==> src/rtl/seg_pkg.sv <==
package seg_pkg;
  localparam int SEG_W  = 16;
  localparam int OFF_W  = 16;
  localparam int SHIFT  = 4;
  localparam int ADDR_W = 20;
  localparam int NSEG   = 4;
  localparam int SEL_W  = $clog2(NSEG);

  // The select encoding is fixed: software and neighbours decode it.
  typedef enum logic [1:0] {
    SEG_EXTRA = 2'd0,
    SEG_CODE  = 2'd1,
    SEG_STACK = 2'd2,
    SEG_DATA  = 2'd3
  } seg_sel_e;

  // Reset value of base number idx: the code base starts at the top.
  function automatic logic [SEG_W-1:0] seg_reset_value(input int idx);
    return (idx == int'(SEG_CODE)) ? {SEG_W{1'b1}} : {SEG_W{1'b0}};
  endfunction
endpackage

==> src/rtl/seg_bank.sv <==
module seg_bank
  import seg_pkg::*;
#(
  parameter int N_REG = NSEG,
  parameter int DW    = SEG_W,
  localparam int SW   = $clog2(N_REG)
) (
  input  logic                      clk,
  input  logic                      rst_n,
  input  logic                      wr_en,
  input  logic [SW-1:0]             wr_sel,
  input  logic [DW-1:0]             wr_data,
  output logic [N_REG-1:0][DW-1:0]  regs_q
);
  for (genvar g = 0; g < N_REG; g++) begin : g_reg
    localparam logic [DW-1:0] RST_VAL = DW'(seg_reset_value(g));
    logic hit;
    assign hit = wr_en && (wr_sel == SW'(g));
    always_ff @(posedge clk or negedge rst_n) begin
      if (!rst_n) begin
        regs_q[g] <= RST_VAL;
      end else if (hit) begin
        regs_q[g] <= wr_data;
      end
    end
  end
endmodule

==> src/rtl/seg_addr_adder.sv <==
module seg_addr_adder #(
  parameter int BASE_W = 16,
  parameter int OFS_W  = 16,
  parameter int SH     = 4,
  parameter int AW     = 20,
  localparam int EXT_W = BASE_W + SH
) (
  input  logic [BASE_W-1:0] base,
  input  logic [OFS_W-1:0]  ofs,
  output logic [AW-1:0]     addr
);
  logic [EXT_W-1:0] base_scaled;
  logic [AW-1:0]    base_ext;
  logic [AW-1:0]    ofs_ext;

  always_comb begin
    base_scaled = {base, {SH{1'b0}}};
    base_ext    = AW'(base_scaled);
    ofs_ext     = AW'(ofs);
    // The carry out of the top bit drops off: the space is a ring.
    addr        = base_ext + ofs_ext;
  end
endmodule

==> src/rtl/seg_addr_gen.sv <==
module seg_addr_gen
  import seg_pkg::*;
(
  input  logic              clk,
  input  logic              rst_n,
  input  logic              wr_en,
  input  logic [SEL_W-1:0]  wr_sel,
  input  logic [SEG_W-1:0]  wr_data,
  input  logic [SEL_W-1:0]  rd_sel,
  input  logic [OFF_W-1:0]  offset,
  output logic [ADDR_W-1:0] phys_addr,
  output logic [SEG_W-1:0]  seg_value
);
  logic [NSEG-1:0][SEG_W-1:0] seg_regs;
  logic [SEG_W-1:0]           base_sel;

  seg_bank #(.N_REG(NSEG), .DW(SEG_W)) u_bank (
    .clk     (clk),
    .rst_n   (rst_n),
    .wr_en   (wr_en),
    .wr_sel  (wr_sel),
    .wr_data (wr_data),
    .regs_q  (seg_regs)
  );

  assign base_sel  = seg_regs[rd_sel];
  assign seg_value = base_sel;

  seg_addr_adder #(.BASE_W(SEG_W), .OFS_W(OFF_W), .SH(SHIFT), .AW(ADDR_W)) u_add (
    .base (base_sel),
    .ofs  (offset),
    .addr (phys_addr)
  );
endmodule

==> config.mk <==
export PLATFORM = sky130hd
export DESIGN_NAME = seg_addr_gen
export DESIGN_NICKNAME = d
export VERILOG_FILES = /design/src/rtl/seg_pkg.sv /design/src/rtl/seg_bank.sv /design/src/rtl/seg_addr_adder.sv /design/src/rtl/seg_addr_gen.sv
export SDC_FILE = /design/constraint.sdc
export NUM_CORES = 1
export LEC_CHECK = 0
export CAP_MARGIN = 20
export CORE_AREA = 2 2 91 93
export CTS_CLUSTER_DIAMETER = 200
export DETAILED_ROUTE_END_ITERATION = 10
export DIE_AREA = 0 0 93 95
export PLACE_DENSITY_LB_ADDON = 0.08
export REMOVE_ABC_BUFFERS = 1
export SKIP_LAST_GASP = 1
export SLEW_MARGIN = 20
export SYNTH_ARGS = -nofsm -noshare
export SYNTH_HDL_FRONTEND = slang
export SYNTH_SLANG_ARGS = --single-unit
export TNS_END_PERCENT = 5
==> constraint.sdc <==
create_clock -name clk -period 6.7 [get_ports clk]
set_input_delay 0.67 -clock clk [delete_from_list [all_inputs] [get_ports clk]]
set_output_delay 0.67 -clock clk [all_outputs]
set_load 0.01 [all_outputs]
==> impl_metrics.ini <==
[synth]
synth_cell_types = 35
yosysWarnings = 0
synth_seq_cells = 64
syn_area_per_cell_um2 = 13.8
synth.cell_area_um2 = 3450
synthCells = 251
seq_area_frac_synth = 0.470

[clock_tree]
clock_sinks = 64
hold_buffers = 0
clockBufferDepth = 2
clk_latency_ns = 0.33
cts_setup_buffers = 0
htreeDepth = 3
cts_inserted_buffers = 9
cts_root_buf = clkbuf_8
clkSlewWorstSetupHoldPaths_ns = 0.07
postCtsResizedCells = 0
cts_tree = done

[timing]
rsz0062_at_grt = false
finalSetupViolCount = 0
relSlewSlack = 0.308
fin_setup_tns_ns = 0
fin_skew_ns = 0
hold_ws_ns = 0.502
fin_crit_sh = 0.779
tightest_slew_ns = 1.03
fmax_mhz = 192
min_period_ns = 5.22
hold_violations = 0
finalWorstSetupSlack_ns = 1.48
maxSlewViolCount = 0

[layout]
final_nets = 370
reg.largest.list = u_bank.regs_q x64
drive_above_1_share = 0.356
syn_to_final_growth_pct = 28.6
largest_reg_flops = 64
layout_commonest_cell = clkdlybuf4s50_1
layout_common_cells = 65 x clkdlybuf4s50_1, 64 x mux2_2, 48 x dfrtp_1
final_cells = 428
largest_register = u_bank.regs_q
num_antenna_cells = 0

[critical_path]
criticalPathCategory = in2out
cpPeakStageDelay_ns = 1.07
crit_path_start_kind = primary input
path_max_fanout = 16
crit_required_ns = 6.03
cp.arrival_ns = 4.55
cpMostUsedCell = clkdlybuf4s50_1
crit_path_cell_trace = clkdlybuf4s50_1 > mux4_2 > ha_1 > inv_1 > fa_1 > nor2b_1 > o211ai_1 > a31o_2 > o21ai_0 > xor2_1 > clkdlybuf4s50_1
critPathBufInv = 3
cp_top_family = buffers and inverters
cp-end-kind = primary output
slowest_stage = clkdlybuf4s50_1

[floorplanning]
core.rowCount = 33
coreArea_um2 = 7930
fp.dieH_um = 95
die_width_um = 93
initial_core_util = 0.435
die_area_um2 = 8840
io_pins = 75

[placement]
dp_cells = 412
portBuffers = 66
pre_cts_ws_ns = 1.42
hpwl_mm = 5.12
gp_congestion = 0.826

[drt]
drt_first_pass_iters = 5
vias = 2293
highest_layer = met4
ant_nets = 0
avgRoutedWirePerCell_um = 17.2
drtIter0Drc = 71
drt-vias-per-instance = 5.36
drc = 0
wl_met2_mm = 3.24
met1Wirelength_mm = 3.69
drt_wl_total_mm = 7.37
dr_wl_met3_um = 369

[power_and_ir_drop]
power_mw = 1.45
power_leakage_nw = 1.82
peakVddDrop_v = 0.000147
powerDensity_nw_per_um2 = 327

[worst_hold_path]
hp-class = reg2reg

[flow_run]
maxCapViolations = 0

[global_routing]
grt_pass1_wl_mm = 11.8
grt_max_degree = 65
overflow = 0
grt_pass1_vias = 2269
grt.total_usage = 0.177
antenna_found_initial = 0

[outcome]
status = completed
final timing paths:
check                      cells past startpoint  slack [ns]                          start                            end
min in group asynchronous                      2        0.51                          rst_n  u_bank.regs_q[48]$_DFFE_PN0P_
max in group asynchronous                      2        5.67                          rst_n  u_bank.regs_q[57]$_DFFE_PN0P_
min                                            1        0.50  u_bank.regs_q[15]$_DFFE_PN0P_  u_bank.regs_q[15]$_DFFE_PN0P_
max                                           11        1.48                      rd_sel[1]                  phys_addr[14]
max reg2reg                                    1        5.93  u_bank.regs_q[50]$_DFFE_PN0P_  u_bank.regs_q[50]$_DFFE_PN0P_
min reg2reg                                    1        0.50  u_bank.regs_q[15]$_DFFE_PN0P_  u_bank.regs_q[15]$_DFFE_PN0P_
kinds of logic (layout without fill, tap and decap cells):
kind of cell             after synthesis  after routing  synth area share
buffers and inverters                 18             90            0.0279
AND/OR/NAND/NOR                       27             27            0.0362
XOR/XNOR                              12             12            0.0304
multiplexers                          81             81             0.318
flip-flops                            64             64             0.470
adder cells (fa/ha/maj)               13             13            0.0493
AO/OA/AOI/OAI                         36             36            0.0681
cells in the mapped netlist:
master	instances	area (um^2)
o211ai_1	2	15.0
a21oi_1	9	45.0
a211o_1	1	8.76
clkbuf_1	1	3.75
nor2_1	8	30.0
a211oi_1	3	22.5
fa_1	1	20.0
a21o_1	3	22.5
buf_2	5	25.0
mux2_2	64	721
a31o_2	1	8.76
nor2b_1	1	6.26
a32oi_1	1	8.76
nand2_1	11	41.3
buf_4	4	30.0
xor2_1	7	61.3
a31oi_1	4	25.0
nand3_1	3	15.0
mux4_1	2	52.6
o2111a_1	1	11.3
a21boi_0	1	7.51
xnor2_1	5	43.8
buf_1	1	3.75
ha_1	12	150
nor3b_2	1	12.5
o21ai_0	6	30.0
nand3b_1	2	15.0
mux2i_1	1	10.0
buf_6	1	11.3
nor3_1	1	5.00
inv_1	6	22.5
dfrtp_1	48	1200
mux4_2	14	315
o21a_1	4	30.0
dfstp_2	16	420
report_power, final:
part | switching (mW) | internal (mW) | leakage [nW]
logic | 0.230 | 0.307 | 0.957
registers | 0.0335 | 0.473 | 0.736
clock network | 0.145 | 0.267 | 0.126
per-layer routing:
layer	vias to the layer above	track usage
met5	-	0
met4	0	0.0478
met3	7	0.0439
met2	67	0.265
met1	1150	0.258
li1	1069	-
final cells by class:
type,instances,area (um^2)
Inverter,6,22.5
Tap cell,105,131
Clock buffer,11,151
Fill cell,692,3490
Clock inverter,5,103
Sequential cell,64,1620
Timing Repair Buffer,68,671
Multi-Input combinational cell,169,1740
metrics by stage:
step / area, um^2 / util
2_1_floorplan: 3380 / -
3_3_place_gp: 4190 / 0.528
3_5_place_dp: 4190 / 0.528
4_1_cts: 4440 / 0.560
5_1_grt: 4440 / 0.560
6_report: 4440 / 0.560
Note: power is estimated with default switching activity, not from simulation.
